[src/rtl/pio_tmr_pkg.sv]
package pio_tmr_pkg;

  // widest count any variant can produce is 18 clocks
  localparam int CNT_MAX = 18;
  localparam int CNT_W   = $clog2(CNT_MAX + 1);

  localparam logic [CNT_W-1:0] CNT_ONE  = CNT_W'(1);
  localparam logic [CNT_W-1:0] CNT_CEIL = CNT_W'(CNT_MAX);

  // wide variant decode ceilings
  localparam logic [CNT_W-1:0] WIDE_ACT_TOP = CNT_W'(17);
  localparam logic [CNT_W-1:0] WIDE_REC_TOP = CNT_W'(15);
  localparam logic [CNT_W-1:0] WIDE_REC_MIN = CNT_W'(2);

  // narrow variant decode ceilings, per strap setting
  localparam logic [CNT_W-1:0] NSLOW_ACT_TOP = CNT_W'(9);
  localparam logic [CNT_W-1:0] NSLOW_REC_TOP = CNT_W'(15);
  localparam logic [CNT_W-1:0] NFAST_ACT_TOP = CNT_W'(8);
  localparam logic [CNT_W-1:0] NFAST_REC_TOP = CNT_W'(18);

  // slowest encodings loaded at reset
  localparam logic [7:0] WIDE_SAFE_BYTE   = 8'h00;
  localparam logic [7:0] NARROW_SAFE_BYTE = 8'h08;

  typedef enum logic [1:0] {
    PH_IDLE    = 2'd0,
    PH_ACTIVE  = 2'd1,
    PH_RECOVER = 2'd2
  } phase_e;

  typedef struct packed {
    logic [CNT_W-1:0] act;
    logic [CNT_W-1:0] rec;
  } cycle_len_t;

endpackage

[src/rtl/pio_tmr_regfile.sv]
module pio_tmr_regfile #(
  parameter int         NUM     = 4,
  parameter logic [7:0] RST_VAL = 8'h00,
  localparam int        SW      = (NUM > 1) ? $clog2(NUM) : 1
) (
  input  logic          clk,
  input  logic          rst_n,
  input  logic          we,
  input  logic [SW-1:0] wsel,
  input  logic [7:0]    wdata,
  input  logic [SW-1:0] rsel,
  output logic [7:0]    rdata
);

  logic [7:0] slot_w [NUM];

  for (genvar g = 0; g < NUM; g++) begin : g_slot
    logic       hit;
    logic [7:0] val_q;

    assign hit = we && (wsel == SW'(g));

    always_ff @(posedge clk or negedge rst_n) begin
      if (!rst_n)   val_q <= RST_VAL;
      else if (hit) val_q <= wdata;
    end

    assign slot_w[g] = val_q;
  end

  assign rdata = slot_w[rsel];

  // a write lands in the addressed slot on the next clock
  assert_write_lands_R10: assert property (@(posedge clk) disable iff (!rst_n)
    we |=> (slot_w[$past(wsel)] == $past(wdata)));

endmodule

[src/rtl/pio_tmr_decode.sv]
module pio_tmr_decode
  import pio_tmr_pkg::*;
#(
  parameter bit NARROW = 1'b0
) (
  input  logic [7:0] tbyte,
  input  logic       bus_slow,
  output cycle_len_t len
);

  logic [CNT_W-1:0] hi_f;
  assign hi_f = CNT_W'(tbyte[7:4]);

  if (NARROW) begin : g_narrow
    logic [CNT_W-1:0] fld;
    logic             unused_fixed_bit;

    assign fld              = CNT_W'(tbyte[2:0]);
    assign unused_fixed_bit = tbyte[3];

    always_comb begin
      if (bus_slow) begin
        len.act = NSLOW_ACT_TOP - fld;
        len.rec = NSLOW_REC_TOP - hi_f;
      end else begin
        len.act = NFAST_ACT_TOP - fld;
        len.rec = NFAST_REC_TOP - hi_f;
      end
    end
  end else begin : g_wide
    logic [CNT_W-1:0] rec_raw;
    logic             unused_strap;

    assign unused_strap = bus_slow;

    always_comb begin
      rec_raw = WIDE_REC_TOP - hi_f;
      len.act = WIDE_ACT_TOP - CNT_W'(tbyte[3:0]);
      len.rec = (rec_raw < WIDE_REC_MIN) ? WIDE_REC_MIN : rec_raw;
    end
  end

endmodule

[src/rtl/pio_tmr_seq.sv]
module pio_tmr_seq
  import pio_tmr_pkg::*;
#(
  parameter int SEL_W = 2
) (
  input  logic             clk,
  input  logic             rst_n,
  input  logic             req,
  input  logic             req_rd,
  input  logic [SEL_W-1:0] req_sel,
  input  cycle_len_t       len_in,
  output logic [SEL_W-1:0] look_sel,
  output logic             rd_n,
  output logic             wr_n,
  output logic             done
);

  phase_e           ph_q, ph_d;
  logic [CNT_W-1:0] cnt_q, cnt_d;
  logic [CNT_W-1:0] rec_q, rec_d;
  logic             dir_q, dir_d;
  logic             pend_q, pend_d;
  logic             pend_rd_q, pend_rd_d;
  logic [SEL_W-1:0] pend_sel_q, pend_sel_d;
  logic             rd_n_q, wr_n_q, done_q;
  logic             eff_rd, start_ok, start, fin;

  // request source: the held request has priority over a live one
  always_comb begin
    look_sel = pend_q ? pend_sel_q : req_sel;
    eff_rd   = pend_q ? pend_rd_q  : req_rd;
    start_ok = (ph_q == PH_IDLE) || ((ph_q == PH_RECOVER) && (cnt_q == '0));
    start    = start_ok && (pend_q || req);
  end

  // one-deep holding slot
  always_comb begin
    pend_d     = pend_q;
    pend_rd_d  = pend_rd_q;
    pend_sel_d = pend_sel_q;
    if (start && !pend_q) begin
      pend_d = 1'b0;
    end else if (req && (!pend_q || start)) begin
      pend_d     = 1'b1;
      pend_rd_d  = req_rd;
      pend_sel_d = req_sel;
    end else if (start) begin
      pend_d = 1'b0;
    end
  end

  // phase sequencing
  always_comb begin
    ph_d  = ph_q;
    cnt_d = cnt_q;
    rec_d = rec_q;
    dir_d = dir_q;
    fin   = 1'b0;
    unique case (ph_q)
      PH_IDLE: begin
        ph_d = PH_IDLE;
      end
      PH_ACTIVE: begin
        if (cnt_q == '0) begin
          fin = 1'b1;
          if (rec_q == '0) begin
            ph_d = PH_IDLE;
          end else begin
            ph_d  = PH_RECOVER;
            cnt_d = rec_q - CNT_ONE;
          end
        end else begin
          cnt_d = cnt_q - CNT_ONE;
        end
      end
      PH_RECOVER: begin
        if (cnt_q == '0) ph_d = PH_IDLE;
        else             cnt_d = cnt_q - CNT_ONE;
      end
      default: ph_d = PH_IDLE;
    endcase
    if (start) begin
      ph_d  = PH_ACTIVE;
      cnt_d = len_in.act - CNT_ONE;
      rec_d = len_in.rec;
      dir_d = eff_rd;
    end
  end

  always_ff @(posedge clk or negedge rst_n) begin
    if (!rst_n) begin
      ph_q       <= PH_IDLE;
      cnt_q      <= '0;
      rec_q      <= '0;
      dir_q      <= 1'b0;
      pend_q     <= 1'b0;
      pend_rd_q  <= 1'b0;
      pend_sel_q <= '0;
      rd_n_q     <= 1'b1;
      wr_n_q     <= 1'b1;
      done_q     <= 1'b0;
    end else begin
      ph_q       <= ph_d;
      cnt_q      <= cnt_d;
      rec_q      <= rec_d;
      dir_q      <= dir_d;
      pend_q     <= pend_d;
      pend_rd_q  <= pend_rd_d;
      pend_sel_q <= pend_sel_d;
      rd_n_q     <= !((ph_d == PH_ACTIVE) && dir_d);
      wr_n_q     <= !((ph_d == PH_ACTIVE) && !dir_d);
      done_q     <= fin;
    end
  end

  assign rd_n = rd_n_q;
  assign wr_n = wr_n_q;
  assign done = done_q;

  // strobes are mutually exclusive
  assert_strobe_exclusive_R2: assert property (@(posedge clk) disable iff (!rst_n)
    !(!rd_n && !wr_n));

  // done only in the clock the strobe is released
  assert_done_at_release_R7: assert property (@(posedge clk) disable iff (!rst_n)
    done |-> (rd_n && wr_n && $past(!rd_n || !wr_n)));

  // a held request is never left waiting in idle
  assert_pending_served_R9: assert property (@(posedge clk) disable iff (!rst_n)
    ((ph_q == PH_IDLE) && pend_q) |=> (ph_q == PH_ACTIVE));

  // decoded counts handed to a new cycle are in the legal span
  assert_len_legal_R3: assert property (@(posedge clk) disable iff (!rst_n)
    start |-> ((len_in.act != '0) && (len_in.act <= CNT_CEIL) && (len_in.rec <= CNT_CEIL)));

endmodule

[src/rtl/pio_strobe_timer.sv]
module pio_strobe_timer
  import pio_tmr_pkg::*;
#(
  parameter int  NUM_TIMERS = 4,
  parameter bit  NARROW     = 1'b0,
  localparam int SEL_W      = (NUM_TIMERS > 1) ? $clog2(NUM_TIMERS) : 1
) (
  input  logic             clk,
  input  logic             rst_n,
  input  logic             bus_slow,
  input  logic             req,
  input  logic             req_rd,
  input  logic [SEL_W-1:0] req_sel,
  input  logic             cfg_we,
  input  logic [SEL_W-1:0] cfg_sel,
  input  logic [7:0]       cfg_data,
  output logic             rd_n,
  output logic             wr_n,
  output logic             done
);

  localparam logic [7:0] SAFE_BYTE = NARROW ? NARROW_SAFE_BYTE : WIDE_SAFE_BYTE;

  logic [1:0]       rst_pipe_q;
  logic             rst_core_n;
  logic [SEL_W-1:0] look_sel;
  logic [7:0]       look_byte;
  cycle_len_t       look_len;

  // asynchronous assertion, synchronous release
  always_ff @(posedge clk or negedge rst_n) begin
    if (!rst_n) rst_pipe_q <= 2'b00;
    else        rst_pipe_q <= {rst_pipe_q[0], 1'b1};
  end
  assign rst_core_n = rst_pipe_q[1];

  pio_tmr_regfile #(
    .NUM     (NUM_TIMERS),
    .RST_VAL (SAFE_BYTE)
  ) u_regs (
    .clk   (clk),
    .rst_n (rst_core_n),
    .we    (cfg_we),
    .wsel  (cfg_sel),
    .wdata (cfg_data),
    .rsel  (look_sel),
    .rdata (look_byte)
  );

  pio_tmr_decode #(
    .NARROW (NARROW)
  ) u_decode (
    .tbyte    (look_byte),
    .bus_slow (bus_slow),
    .len      (look_len)
  );

  pio_tmr_seq #(
    .SEL_W (SEL_W)
  ) u_seq (
    .clk      (clk),
    .rst_n    (rst_core_n),
    .req      (req),
    .req_rd   (req_rd),
    .req_sel  (req_sel),
    .len_in   (look_len),
    .look_sel (look_sel),
    .rd_n     (rd_n),
    .wr_n     (wr_n),
    .done     (done)
  );

endmodule

[config.mk]
export PLATFORM = sky130hd
export DESIGN_NAME = pio_strobe_timer
export DESIGN_NICKNAME = d
export VERILOG_FILES = /design/src/rtl/pio_tmr_pkg.sv /design/src/rtl/pio_tmr_regfile.sv /design/src/rtl/pio_tmr_decode.sv /design/src/rtl/pio_tmr_seq.sv /design/src/rtl/pio_strobe_timer.sv
export SDC_FILE = /design/constraint.sdc
export NUM_CORES = 1
export LEC_CHECK = 0
export ABC_AREA = 1
export ABC_CLOCK_PERIOD_IN_PS = 1800
export BUFFER_PORTS_ARGS = -buffer_cell sky130_fd_sc_hd__buf_2
export CORE_MARGIN = 4
export CORE_UTILIZATION = 51
export DETAILED_ROUTE_END_ITERATION = 6
export PLACE_DENSITY = 0.7
export SYNTH_ARGS = -nofsm -noshare
export SYNTH_HDL_FRONTEND = slang
export SYNTH_SLANG_ARGS = --single-unit
[constraint.sdc]
create_clock -name clk -period 1.8 [get_ports clk]
set_input_delay 0.36 -clock clk [delete_from_list [all_inputs] [get_ports clk]]
set_output_delay 0.36 -clock clk [all_outputs]
set_load 0.005 [all_outputs]
==> impl_summary.txt <==
----------------------------------------------------
[Run status]
  Run status ... completed

[Place]
  Detailed Place HPWL ... 3.746 mm
  Number of buffers added on ports ... 19
  Placer Congestion ... about 0.83

[Power and ir drop]
  Leakage Power ... around 0.0016 uW
  Power density cells ... approximately 1600 nW/um2
  Peak supply drop ... just under 0.7 mV

[Timing]
  Hold Violations, Final ... 0
  Headroom to the max-slew limit ... 0.6327
  Max-slew violation count ... 0
  Worst Hold Margin ... ~0.26 ns
  Achievable clock frequency ... between 500 and 600 MHz
  Count of final setup violators ... 0
  Final period demand of the worst path ... approximately 1.7 ns
  Tightest Pin Transition ... approximately 0.55 ns
  Share of the clock period used by the worst path ... 0.9379
  Post-route clock skew ... 0.008655 ns

[Floorplanning]
  Initial core utilization ... 0.5247
  Die Wd ... 80.26 um
  Die area ... between 6000 and 7000 um2
  I/O pin count ... 21
  Placeable core area ... 5075 um2
  Die outline height ... 80.26 um
  Site row count ... 26

[Clocking]
  Clock-pin slew reported for the worst setup and hold paths after clock tree synthesis ... 0.09 ns
  Buffer cell driving the clock tree root ... clkbuf_8
  Clock tree from TritonCTS ... done
  H-tree levels ... 2
  CTS sink cnt ... 53
  Number of buffers added by the clock tree synthesis step ... 5
  Clock network latency to the later pin of the worst-skew pair ... between 0.3 and 0.4 ns
  Clk buf depth ... 2

[Global routing]
  Total GRT Usage ... 0.1798
  Largest net degree at the start of global routing ... 52
  First-pass GRT wire length ... just over 9 mm
  Initial antenna violation count ... 0
  Total congestion overflow ... 0
  Number of global-route vias before repair ... ~2000

[Yosys]
  Count of yosys warnings during synthesis ... 0
  Cells after synthesis ... roughly 320
  Synth Cell Area ... 2663 um2
  Dominant cell type by area after synthesis ... dfrtp_1
  Sequential fraction of the synthesis area ... 0.4991
  Portion of synthesized cell area occupied by the leading cell type ... 0.4793
  Mean instance size in the synthesized netlist ... 8.347 um2
  FF+latch count, synth ... between 50 and 60
  Syn nets ... roughly 340
  Count of unique library cells instantiated by Yosys ... 34
  Main area contributors after synthesis ... dfrtp_1 (48%), nand2_1 (11%), o21ai_0 (8.8%), nand3_1 (5.8%), inv_1 (4.9%)

[Route]
  Total DRC errors in the routed layout ... 0
  Routed length per instance ... 12.24 um
  Via/cell ratio ... 5.016
  ANT nets after route ... 0
  Total iterations of the first detailed-routing run ... 4
  Routed via count ... around 2200
  Number of DRC markers after the initial detailed-route iteration ... roughly 110
  WL final ... about 5.2 mm

[Layout]
  Area Growth Syn to Fin ... 16.59%
  Layout cells sized above 1 ... 0.2117
  Leading cell types in the layout, fill and taps excluded ... nand2_1 (75), dfrtp_1 (49), o21ai_0 (47)
  Nets@finish ... 382
  Antenna diode instance count ... 0
  Post-route core utilization ... 0.6117
  Most common cell after layout, fill and taps aside ... nand2_1

[Critical path]
  Buffers plus inverters on the worst setup path ... 1
  Crit end category ... flop
  Maximum fanout along the worst path ... 9
  Start-to-end type of the worst setup path ... reg -> reg
  Biggest cell delay along the critical path ... between 0.4 and 0.5 ns
  Cell family contributing the most delay on the critical path ... simple AND/OR/NAND/NOR gates
  Critical path launch point type ... flop
  Crit path arrival time ... ~1.9 ns
  Required @ worst endpoint ... slightly below 2 ns
  Cell type of the slowest stage on the worst timing path ... dfrtp_2
  Crit-path cells ... inv_4 -> nand2_8 -> nand2_4 -> nand2_1 -> nand3_1 -> nand2_1 -> ha_2 -> or2_2 -> nand3_1 -> a21oi_1

[Flow run]
  Max-capacitance violation count ... 0

[Hold path]
  Worst hold path class ... reg -> async

----------------------------------------------------
==> power breakdown <==
part	total [uW]	switching [uW]	internal, uW	leakage (uW)
Combinational	2270	1310	953	0.000856
Sequential	1760	240	1520	0.000646
Clock	787	374	413	0.0000552
Total	4820	1930	2890	0.00156
==> cell families (layout without fill, tap and decap cells) <==
| kind of cell | after synthesis | after routing | share of synthesized area |
|---|---|---|---|
| adder cells (fa/ha/maj) | 6 | 6 | 0.02819 |
| other | 1 | 1 | 0.001408 |
| AND/OR/NAND/NOR | 142 | 142 | 0.2434 |
| flip-flops | 53 | 53 | 0.4991 |
| AO/OA/AOI/OAI | 67 | 67 | 0.1405 |
| XOR/XNOR | 4 | 4 | 0.01316 |
| buffers and inverters | 46 | 86 | 0.07425 |
==> through the flow <==
stage	total power (uW)	instances	setup WS (ns)	area, um2	TNS [ns]
2_1_floorplan	3366	319	0.1726	2663	0
3_3_place_gp	3857	416	0.04602	2923	0
3_5_place_dp	3924	416	0.03430	2923	0
4_1_cts	4730	425	0.006877	3040	0
5_1_grt	5256	429	-0.01232	3104	-0.02447
6_report	4818	429	0.1118	3104	0
==> repair_timing <==
action                                  4_1_cts  5_1_grt
endpoints found under the setup margin        0       10
hold endpoints to repair                      2        0
hold buffers                                  1        0
buffers inserted                              0        4
resized for setup                             0       12
==> sequential cells by signal (all words and copies together) (netlist names) <==
signal,cells
rst_pipe_q,2
u_regs.g_slot.val_q,32
u_seq.dir_q,1
u_seq.pend_sel_q,2
u_seq.ph_q,2
u_seq.pend_q,1
u_seq.wr_n,1
u_seq.rd_n,1
u_seq.pend_rd_q,1
u_seq.done,1
u_seq.rec_q,4
u_seq.cnt_q,5
==> layout make-up <==
cell class | instances | area (um2)
Timing Repair Buffer | 39 | 260.3
Clock buffer | 6 | 72.57
Sequential cell | 53 | 1331
Inverter | 39 | 151.4
Tap cell | 70 | 87.58
Clock inverter | 2 | 35.03
Fill cell | 468 | 1971
Multi-Input combinational cell | 220 | 1166
==> routing by layer <==
| layer | vias to the layer above | share of wire | track usage |
|---|---|---|---|
| li1 | 1120 | - | - |
| met1 | 992 | 0.46 | 0.2365 |
| met2 | 31 | 0.48 | 0.3005 |
| met3 | 9 | 0.036 | 0.03363 |
| met4 | 0 | 0.016 | 0.05574 |
| met5 | - | 0 | 0 |
==> synth_stat cells, drive strengths merged <==
master / number
a21oi: 4
buf: 3
clkbuf: 4
conb: 1
dfrtp: 51
dfstp: 2
ha: 6
inv: 39
nand2: 84
nand3: 33
nand3b: 1
nand4: 1
nor2: 19
nor3: 2
nor3b: 1
o211ai: 2
o21ai: 56
o22ai: 3
o32ai: 1
o41ai: 1
or2: 1
xnor2: 3
xor2: 1
==> path summary, 6_finish.rpt <==
kind	startpoint	to	slack, ns	cells after the start
max	u_seq.pend_q$_DFFE_PN0P_	u_seq.cnt_q[2]$_DFFE_PN0P_	0.11	10
min	rst_pipe_q[1]$_DFF_PN0_	u_regs.g_slot[0].val_q[2]$_DFFE_PN0P_	0.26	1
max reg2reg	u_seq.pend_q$_DFFE_PN0P_	u_seq.cnt_q[2]$_DFFE_PN0P_	0.11	10
min reg2reg	rst_pipe_q[1]$_DFF_PN0_	u_regs.g_slot[0].val_q[2]$_DFFE_PN0P_	0.26	1
max in group asynchronous	rst_pipe_q[1]$_DFF_PN0_	u_seq.rd_n$_DFF_PN1_	1.24	1
min in group clk	req_rd	u_seq.pend_rd_q$_DFFE_PN0P_	0.30	3
No activity file was read; power rests on OpenSTA's default activity.
